`src/rtl/nps_pkg.sv`:
```
package nps_pkg;
    localparam logic [7:0] OP_OPEN      = 8'h80;
    localparam logic [7:0] OP_JUMP      = 8'h85;
    localparam logic [7:0] OP_CACHE     = 8'h15;
    localparam logic [7:0] OP_FINAL     = 8'h10;
    localparam logic [7:0] OP_PLANE     = 8'h11;
    localparam logic [7:0] OP_STAT_ALL  = 8'h70;
    localparam logic [7:0] OP_STAT_ONE  = 8'h78;

    localparam int SB_FAIL  = 0;
    localparam int SB_FAILC = 1;
    localparam int SB_ARDY  = 5;
    localparam int SB_RDY   = 6;

    typedef struct packed {
        logic       cle;
        logic       ale;
        logic       we;
        logic       re;
        logic [7:0] dq;
    } nbus_t;

    typedef enum logic [2:0] {
        S_IDLE, S_OPEN, S_ADDR, S_DATA, S_JADDR, S_CONF, S_POLL, S_TAIL
    } seq_st_e;

    typedef enum logic [1:0] {
        P_IDLE, P_CMD, P_ADDR, P_READ
    } poll_st_e;
endpackage

```
`src/rtl/nps_addr_gen.sv`:
```
module nps_addr_gen #(
    parameter int COL_CYC = 2,
    parameter int ROW_CYC = 3,
    parameter int IW      = 3
) (
    input  logic [IW-1:0]          idx,
    input  logic [8*COL_CYC-1:0]   col,
    input  logic [8*ROW_CYC-1:0]   row,
    output logic [7:0]             byte_o
);
    localparam int NCYC = COL_CYC + ROW_CYC;

    logic [8*NCYC-1:0] flat;
    assign flat = {row, col};

    always_comb begin
        byte_o = '0;
        for (int i = 0; i < NCYC; i++) begin
            if (idx == IW'(i)) byte_o = flat[i*8 +: 8];
        end
    end
endmodule

```
`src/rtl/nps_poll.sv`:
```
module nps_poll
    import nps_pkg::*;
#(
    parameter int DIES    = 1,
    parameter int ROW_CYC = 3,
    parameter int CNT_W   = 16
) (
    input  logic                  clk,
    input  logic                  rst_n,
    input  logic                  start,
    input  logic                  want_ardy,
    input  logic [8*ROW_CYC-1:0]  row,
    input  logic [CNT_W-1:0]      limit,
    input  logic [7:0]            din,
    output nbus_t                 bus_o,
    output logic                  done,
    output logic                  tmo,
    output logic                  st_fail,
    output logic                  st_failc
);
    localparam int AI_W = (ROW_CYC > 1) ? $clog2(ROW_CYC) : 1;

    typedef struct packed {
        poll_st_e        st;
        logic [AI_W-1:0] ai;
        logic [CNT_W-1:0] cnt;
        logic            want_a;
    } poll_t;

    poll_t q, d;
    logic [7:0] stat_op;
    logic       with_addr;
    logic [7:0] row_byte;
    logic       hit;
    logic       spent;

    generate
        if (DIES > 1) begin : g_one_die
            assign stat_op   = OP_STAT_ONE;
            assign with_addr = 1'b1;
        end else begin : g_all_dies
            assign stat_op   = OP_STAT_ALL;
            assign with_addr = 1'b0;
        end
    endgenerate

    always_comb begin
        row_byte = '0;
        for (int i = 0; i < ROW_CYC; i++) begin
            if (q.ai == AI_W'(i)) row_byte = row[i*8 +: 8];
        end
    end

    assign hit      = q.want_a ? din[SB_ARDY] : din[SB_RDY];
    assign spent    = ({1'b0, q.cnt} + {{CNT_W{1'b0}}, 1'b1}) >= {1'b0, limit};
    assign st_fail  = din[SB_FAIL];
    assign st_failc = din[SB_FAILC];

    always_comb begin
        d     = q;
        bus_o = '0;
        done  = 1'b0;
        tmo   = 1'b0;
        case (q.st)
            P_IDLE: begin
                if (start) begin
                    d.st     = P_CMD;
                    d.cnt    = '0;
                    d.want_a = want_ardy;
                end
            end
            P_CMD: begin
                bus_o.cle = 1'b1;
                bus_o.we  = 1'b1;
                bus_o.dq  = stat_op;
                d.ai      = '0;
                d.st      = with_addr ? P_ADDR : P_READ;
            end
            P_ADDR: begin
                bus_o.ale = 1'b1;
                bus_o.we  = 1'b1;
                bus_o.dq  = row_byte;
                if (q.ai == AI_W'(ROW_CYC - 1)) d.st = P_READ;
                else                            d.ai = q.ai + 1'b1;
            end
            P_READ: begin
                bus_o.re = 1'b1;
                if (hit) begin
                    done = 1'b1;
                    d.st = P_IDLE;
                end else if (spent) begin
                    done = 1'b1;
                    tmo  = 1'b1;
                    d.st = P_IDLE;
                end else begin
                    d.cnt = q.cnt + 1'b1;
                    d.st  = P_CMD;
                end
            end
            default: d.st = P_IDLE;
        endcase
    end

    always_ff @(posedge clk or negedge rst_n) begin
        if (!rst_n) q <= '0;
        else        q <= d;
    end
endmodule

```
`src/rtl/nps_cache_prog.sv`:
```
module nps_cache_prog
    import nps_pkg::*;
#(
    parameter int COL_CYC = 2,
    parameter int ROW_CYC = 3,
    parameter int LEN_W   = 12,
    parameter int CNT_W   = 16,
    parameter int DIES    = 1
) (
    input  logic                  clk,
    input  logic                  rst_n,
    input  logic [CNT_W-1:0]      cfg_poll_max,
    input  logic                  req_valid,
    output logic                  req_ready,
    input  logic [8*ROW_CYC-1:0]  req_row,
    input  logic [8*COL_CYC-1:0]  req_col,
    input  logic [LEN_W-1:0]      req_len,
    input  logic                  req_last,
    input  logic                  req_plane,
    input  logic                  dat_valid,
    output logic                  dat_ready,
    input  logic [7:0]            dat_byte,
    input  logic                  dat_jump,
    input  logic [8*COL_CYC-1:0]  dat_col,
    output logic                  bus_cle,
    output logic                  bus_ale,
    output logic                  bus_we,
    output logic                  bus_re,
    output logic [7:0]            bus_dq_o,
    input  logic [7:0]            bus_dq_i,
    output logic                  res_valid,
    output logic [8*ROW_CYC-1:0]  res_row,
    output logic                  res_fail,
    output logic                  res_tmo
);
    localparam int COL_W = 8 * COL_CYC;
    localparam int ROW_W = 8 * ROW_CYC;
    localparam int NADR  = COL_CYC + ROW_CYC;
    localparam int AI_W  = $clog2(NADR + 1);

    typedef struct packed {
        seq_st_e          st;
        logic [AI_W-1:0]  ai;
        logic [LEN_W-1:0] cnt;
        logic [ROW_W-1:0] row;
        logic [COL_W-1:0] col;
        logic [COL_W-1:0] jcol;
        logic [LEN_W-1:0] len;
        logic             last;
        logic             plane;
        logic             jdone;
        logic             pend_v;
        logic [ROW_W-1:0] pend_row;
        logic             hold_fail;
        logic             res_v;
        logic [ROW_W-1:0] res_row;
        logic             res_fail;
        logic             res_tmo;
    } seq_t;

    seq_t  q, d;
    nbus_t own_bus, poll_bus, out_bus;
    logic [7:0] adr_byte;
    logic       poll_start, poll_done, poll_tmo, st_fail, st_failc;

    nps_addr_gen #(.COL_CYC(COL_CYC), .ROW_CYC(ROW_CYC), .IW(AI_W)) u_adr (
        .idx    (q.ai),
        .col    ((q.st == S_JADDR) ? q.jcol : q.col),
        .row    (q.row),
        .byte_o (adr_byte)
    );

    nps_poll #(.DIES(DIES), .ROW_CYC(ROW_CYC), .CNT_W(CNT_W)) u_poll (
        .clk       (clk),
        .rst_n     (rst_n),
        .start     (poll_start),
        .want_ardy (q.last & ~q.plane),
        .row       (q.row),
        .limit     (cfg_poll_max),
        .din       (bus_dq_i),
        .bus_o     (poll_bus),
        .done      (poll_done),
        .tmo       (poll_tmo),
        .st_fail   (st_fail),
        .st_failc  (st_failc)
    );

    always_comb begin
        d          = q;
        d.res_v    = 1'b0;
        d.res_tmo  = 1'b0;
        own_bus    = '0;
        req_ready  = 1'b0;
        dat_ready  = 1'b0;
        poll_start = 1'b0;
        case (q.st)
            S_IDLE: begin
                req_ready = 1'b1;
                if (req_valid) begin
                    d.row   = req_row;
                    d.col   = req_col;
                    d.len   = req_len;
                    d.last  = req_last;
                    d.plane = req_plane;
                    d.st    = S_OPEN;
                end
            end
            S_OPEN: begin
                own_bus.cle = 1'b1;
                own_bus.we  = 1'b1;
                own_bus.dq  = OP_OPEN;
                d.ai    = '0;
                d.cnt   = '0;
                d.jdone = 1'b0;
                d.st    = S_ADDR;
            end
            S_ADDR: begin
                own_bus.ale = 1'b1;
                own_bus.we  = 1'b1;
                own_bus.dq  = adr_byte;
                if (q.ai == AI_W'(NADR - 1))
                    d.st = (q.len == '0) ? S_CONF : S_DATA;
                else
                    d.ai = q.ai + 1'b1;
            end
            S_DATA: begin
                if (dat_valid) begin
                    if (dat_jump && !q.jdone) begin
                        own_bus.cle = 1'b1;
                        own_bus.we  = 1'b1;
                        own_bus.dq  = OP_JUMP;
                        d.jcol = dat_col;
                        d.ai   = '0;
                        d.st   = S_JADDR;
                    end else begin
                        own_bus.we = 1'b1;
                        own_bus.dq = dat_byte;
                        dat_ready  = 1'b1;
                        d.jdone    = 1'b0;
                        d.cnt      = q.cnt + 1'b1;
                        if (q.cnt == q.len - 1'b1) d.st = S_CONF;
                    end
                end
            end
            S_JADDR: begin
                own_bus.ale = 1'b1;
                own_bus.we  = 1'b1;
                own_bus.dq  = adr_byte;
                if (q.ai == AI_W'(COL_CYC - 1)) begin
                    d.jdone = 1'b1;
                    d.st    = S_DATA;
                end else begin
                    d.ai = q.ai + 1'b1;
                end
            end
            S_CONF: begin
                own_bus.cle = 1'b1;
                own_bus.we  = 1'b1;
                own_bus.dq  = q.plane ? OP_PLANE : (q.last ? OP_FINAL : OP_CACHE);
                poll_start  = 1'b1;
                d.st        = S_POLL;
            end
            S_POLL: begin
                if (poll_done) begin
                    d.st = S_IDLE;
                    if (poll_tmo) begin
                        d.res_v    = 1'b1;
                        d.res_row  = q.row;
                        d.res_fail = 1'b0;
                        d.res_tmo  = 1'b1;
                        d.pend_v   = 1'b0;
                    end else if (q.plane) begin
                        d.st = S_IDLE;
                    end else if (q.last) begin
                        d.pend_v = 1'b0;
                        if (q.pend_v) begin
                            d.res_v     = 1'b1;
                            d.res_row   = q.pend_row;
                            d.res_fail  = st_failc;
                            d.hold_fail = st_fail;
                            d.st        = S_TAIL;
                        end else begin
                            d.res_v    = 1'b1;
                            d.res_row  = q.row;
                            d.res_fail = st_fail;
                        end
                    end else begin
                        if (q.pend_v) begin
                            d.res_v    = 1'b1;
                            d.res_row  = q.pend_row;
                            d.res_fail = st_failc;
                        end
                        d.pend_v   = 1'b1;
                        d.pend_row = q.row;
                    end
                end
            end
            S_TAIL: begin
                d.res_v    = 1'b1;
                d.res_row  = q.row;
                d.res_fail = q.hold_fail;
                d.st       = S_IDLE;
            end
            default: d.st = S_IDLE;
        endcase
    end

    always_ff @(posedge clk or negedge rst_n) begin
        if (!rst_n) q <= '0;
        else        q <= d;
    end

    assign out_bus   = (q.st == S_POLL) ? poll_bus : own_bus;
    assign bus_cle   = out_bus.cle;
    assign bus_ale   = out_bus.ale;
    assign bus_we    = out_bus.we;
    assign bus_re    = out_bus.re;
    assign bus_dq_o  = out_bus.dq;
    assign res_valid = q.res_v;
    assign res_row   = q.res_row;
    assign res_fail  = q.res_fail;
    assign res_tmo   = q.res_tmo;
endmodule

```
`config.mk`:
```
export PLATFORM = sky130hd
export DESIGN_NAME = nps_cache_prog
export DESIGN_NICKNAME = d
export VERILOG_FILES = /design/src/rtl/nps_pkg.sv /design/src/rtl/nps_addr_gen.sv /design/src/rtl/nps_poll.sv /design/src/rtl/nps_cache_prog.sv
export SDC_FILE = /design/constraint.sdc
export NUM_CORES = 1
export LEC_CHECK = 0
export CORE_ASPECT_RATIO = 0.9
export CORE_MARGIN = 2
export CORE_UTILIZATION = 51
export CTS_CLUSTER_DIAMETER = 150
export DETAILED_ROUTE_END_ITERATION = 8
export PLACE_DENSITY_LB_ADDON = 0.25
export SYNTH_ARGS = -nofsm -noshare
export SYNTH_HDL_FRONTEND = slang
export SYNTH_SLANG_ARGS = --single-unit
```
`constraint.sdc`:
```
create_clock -name clk -period 5.3 [get_ports clk]
set_input_delay 0.53 -clock clk [delete_from_list [all_inputs] [get_ports clk]]
set_output_delay 0.53 -clock clk [all_outputs]
set_load 0.01 [all_outputs]
```
# Word level (Yosys, flattened, before mapping)
# Cells that the tools add are included.
# Widths: inputs -> output; s select.
# classes
order_cmp,1
reduce_logical,31
n_bitwise,4
n_eq_ne,35
n_mul,0
mux,85
n_addsub,6
shift,0
div_mod_pow,0
# op_table
cell,n
$mux 8,10
$mux 26,3
$mux 52,1
$pmux 26 s2,1
$mux 16,3
$mux 3,16
$pmux 16 s2,1
$pmux 8 s4,1
$mux 1,30
$mux 27,1
$mux 25,1
$mux 12,2
$mux 24,1
$ne 2x2->1 const B,12
$pmux 12 s2,1
$pmux 3 s8,1
$mux 18,1
$add 16x1->17 const B,1
$ge 17x16->1,1
$mux 17,1
$add 16x1->16 const B,1
$pmux 8 s2,1
$eq 3x3->1 const B,5
$add 12x1->12 const B,1
other kinds (34),65
# word_totals
regBits,163
output_inout_bits,41
mem_count,0
rom_bits,0
ramBits,0
in_bits,107
latchBits,0

# Longest topological paths before layout
# depth
ltp_word,9
ltp_mapped,16
depth_no_buf,13

# Cells and area by module
# A second synthesis with hierarchy kept.
# hier_totals
hier_cells,907
area_unflattened_um2,9404.0
# modules_own_cells
mod,area_per_inst_um2,instances,cells_each
nps_cache_prog,6894.1,1,596
nps_poll,2087.0,1,261
nps_addr_gen,422.9,1,50

# Least setup slack after synthesis
# No wires, ideal clock.
# synth_timing
path_type,flip-flop to flip-flop
start,reg u_poll.q[3] in the netlist's numbering
end,reg q (netlist bit res_row[16])
arrival_time_ns,3.598
path_stages_with_launch,16
setup_ns,0.126
path_slack_ns,1.576
cell_sequence,dfrtp_1 -> and4_1 -> and4_1 -> clkbuf_1 -> and2_1 -> nand4_1 -> xnor2_1 -> ha_1 -> nand4_1 -> or4_1 -> o21ai_2 -> o211ai_2 -> a31o_1 -> buf_2 -> buf_6 -> a221o_1
# synth_via
elab_chain_cells,8
# synth_rtl
item,line_no,rtl
from (decl),nps_poll.sv:30,"poll_t q, d;"
from (signal assigned),nps_poll.sv:105,if (!rst_n) q <= '0;
from (signal assigned),nps_poll.sv:106,else q <= d;
$add 16x1->17 *,nps_poll.sv:55,"assign spent = ({1'b0, q.cnt} + {{CNT_W{1'b0}}, 1'b1}) >= {1'b0, limit};"
$ge 17x16->1 *,nps_poll.sv:55,
$mux 1 *,nps_poll.sv:91,end else if (spent) begin
$mux 1,nps_poll.sv:88,if (hit) begin
$mux 1,nps_poll.sv:64,case (q.st)
$mux 26,nps_cache_prog.sv:166,if (poll_tmo) begin
$mux 27,nps_cache_prog.sv:164,if (poll_done) begin
$pmux 26 s2,nps_cache_prog.sv:96,case (q.st)
to (signal assigned),nps_cache_prog.sv:209,if (!rst_n) q <= '0;
to (signal assigned),nps_cache_prog.sv:210,else q <= d;
to (decl),nps_cache_prog.sv:61,"seq_t q, d;"
# Mark *: on every way between the ends. The rest lies on a longest branch, timed or not. The select of a mux whose other input is x is not followed.
# A chain may end at the register's enable or synchronous reset.

# Worst setup path after layout
# layout_timing
start,reg u_poll.q[3] in the netlist's numbering
end,reg q (netlist bit res_fail)
# The elaborated chain is that of the path after synthesis.

==> metrics <==
unrepaired setup endpoints after global routing false; cell area after technology mapping 9040 sq um; Post-Synth XOR/XNOR Area 3.87%; row count 46; Net Switching 2.15 mW; total congestion overflow 0; main combinational cell family by area after synthesis multiplexers; htree depth 4; Pint 3.61 mW; Post-Synth Simple-Gate Area 12.1%; first-pass GRT wire length 34600 um; Synth Area in Compound Gates 13.8%; critical path startpoint u_poll.q[3]$_DFFE_PN0P_; DR iter-0 viols 473; Place WS 0.887 ns; CTS tree done; Synth cell types 61; CTS Sinks 163; ratio of cells with drive above 1 in the final layout 15.7%; total die area 18800 sq um; postcts setup bufs 0; fin crit share 84.9%; synthesis-to-finish area growth 22.5%; Leak 4.80 nW; post-synthesis register bit count 163; die height 130 um; Die X 144 um; R2R depth 13; critical path capture point type register; Setup CP Type reg2reg; Worst EP arrival 4.81 ns; Critical Path End res_fail$_DFFE_PN0P_; top-count cell post-synth dfrtp_1; Worst-Skew Late Latency 0.43 ns; TritonRoute pass-1 iters 5; RePlAce Congestion 0.911; clk root buf clkbuf_16; mux cell area share after synthesis 14.9%; post-synth top area cell dfrtp_1; power density cells 520 nW/um^2; switching share of power 37.3%; placed insts 1190; fmax 222 MHz; Worst R2R Start u_poll.q[3]$_DFFE_PN0P_; drt total wl 21800 um; mean post-synth cell area 10.4 sq um; number of global-route vias before repair 6625; adder-cell area share of the yosys netlist 4.43%; critical path launch point type register; core area 17500 sq um; io pins 148; Ys Warns 0; hold buffers post-CTS 0; relative slew slack 21.2%; setup ws final 0.802 ns; dominant synthesized flop cell dfrtp_1; Seq pwr share 37.7%; Worst Hold Class in2async; DR WL/cell 17.9 um; Max-cap violations 0; Clk pwr share 21.8%; status finished clean; Final TNS setup 0 ns; Max Slew Vio Count 0; CP Data Required Time 5.61 ns; Logic pwr share 40.5%; CTS clock-pin slew for the worst setup and hold paths 0.06 ns; DR vias/cell 5.65; pin count of the biggest net entering global routing 70; Overall Power 5.76 mW; syn nets 1006; HPWL after DPL 15300 um; CTS resizes 0; ranking of synthesized cells by area dfrtp_1 (45%), mux2_2 (13%), ha_1 (4.4%), o21ai_0 (3.2%), a221o_1 (3.1%); fin crit period 4.50 ns; diode count 0; DRT antenna net count 0; Synth top area share 45.1%; DRC Markers 0; Longest Clk Path Bufs 2; Syn Inst Count 867; CP Max Fanout 26; worst r2r dst res_fail$_DFFE_PN0P_; initial antenna violation count 0; register area share after synthesis 45.1%; Slew @ Worst Pin 1.18 ns; Initial Util 51.7%; R2R setup slack 0.80 ns; synth cell count leaders dfrtp_1 (163), mux2_2 (102), o21ai_0 (57), nand2_1 (55), nor2_1 (47); Final Non-Filler Cells 1222; VDD IR-drop max 0.316 mV; Worst Clk Skew 0.00867 ns; setup violators final 0; Hold Vio Cnt, Final 0; Hold Slack 0.109 ns; CTS Buf Count 17; I/O Buffers 143; routed via count 6901; Post-synth EDFFs 0; GRT Util Overall 23.9%; Layout Nets 1108; Async SR Flop Fraction 100%
worst min path at each step:
| stage | startpoint | endpoint | slack [ns] | cells past startpoint |
|---|---|---|---|---|
| 6_report | rst_n | u_poll.q[6]$_DFFE_PN0P_ | 0.11 | 1 |
| 5_1_grt | rst_n | u_poll.q[3]$_DFFE_PN0P_ | 0.16 | 1 |
| 4_1_cts | rst_n | u_poll.q[6]$_DFFE_PN0P_ | 0.14 | 1 |
| 3_5_place_dp | q[34]$_DFFE_PN0P_ | q[34]$_DFFE_PN0P_ | 0.48 | 1 |
| 3_3_place_gp | q[38]$_DFFE_PN0P_ | q[38]$_DFFE_PN0P_ | 0.48 | 1 |
| 2_1_floorplan | rst_n | q[100]$_DFFE_PN0P_ | 0.23 | 0 |
flip-flops by register name (all words and copies together) (netlist names):
name and flops:
res_row 24, res_valid 1, res_tmo 1, u_poll.q 21, q 115, res_fail 1
cell usage in the layout (no fill, tap or decap), types with 9 or more instances in the layout:
| master | instances |
|---|---|
| ha_1 | 32 |
| xnor2_1 | 22 |
| a221o_1 | 28 |
| clkdlybuf4s50_1 | 142 |
| nand3_1 | 17 |
| mux2_2 | 102 |
| and2_1 | 28 |
| dfrtp_1 | 163 |
| o21ai_0 | 57 |
| a21oi_1 | 39 |
| and3_1 | 9 |
| clkbuf_16 | 17 |
| nand4_1 | 17 |
| inv_1 | 42 |
| nand2_1 | 55 |
| nor2_1 | 47 |
| mux2i_1 | 20 |
| xor2_1 | 18 |
through the flow:
stage / cell area (sq um) / utilization, %
6_report: 11100 / 63.3
5_1_grt: 11100 / 63.3
4_1_cts: 11100 / 63.3
3_5_place_dp: 10500 / 59.9
3_3_place_gp: 10500 / 59.9
2_1_floorplan: 9040 / -
per-layer routing:
layer,global-route usage (%),routed length (um),vias to the layer above
met2,39.4,10500,194
met4,6.51,361,0
li1,-,-,3295
met3,4.73,962,30
met5,0,0,-
met1,32.5,10000,3382
cell families after synthesis:
logic type	count (synthesis)
compound gates	186
flops	163
simple gates	214
mux	122
buf+inv	110
fa+ha+maj	32
xor+xnor	40
power by group through the flow:
stage	Sequential [mW]	Clock (mW)	Combinational, mW
detailed placement	2.17	0	2.31
floorplan	1.97	0	1.70
finish	2.17	1.26	2.33
CTS	2.16	1.28	2.33
global placement	2.16	0	2.27
global route	2.23	1.33	2.55
layout make-up:
type / instances / area [sq um]
clock buffer: 20 / 457
clock inverter: 12 / 148
fill: 1438 / 6420
inverter: 43 / 161
multi-input combinational: 594 / 4450
sequential: 163 / 4080
tap: 240 / 300
timing repair buffer: 150 / 1490
critical path: stages, from the launching register on:
cell and delay, ns:
dfrtp_1 0.44, and4_1 0.31, and4_1 0.34, and2_1 0.21, nand4_1 0.13, xnor2_1 0.24
ha_1 0.29, nand3_1 0.08, a21boi_0 0.08, a311oi_1 0.31, o21ai_2 0.12, o211ai_2 0.41
a31o_1 1.01, mux2_2 0.42
No activity file was read; power rests on OpenSTA's default activity.
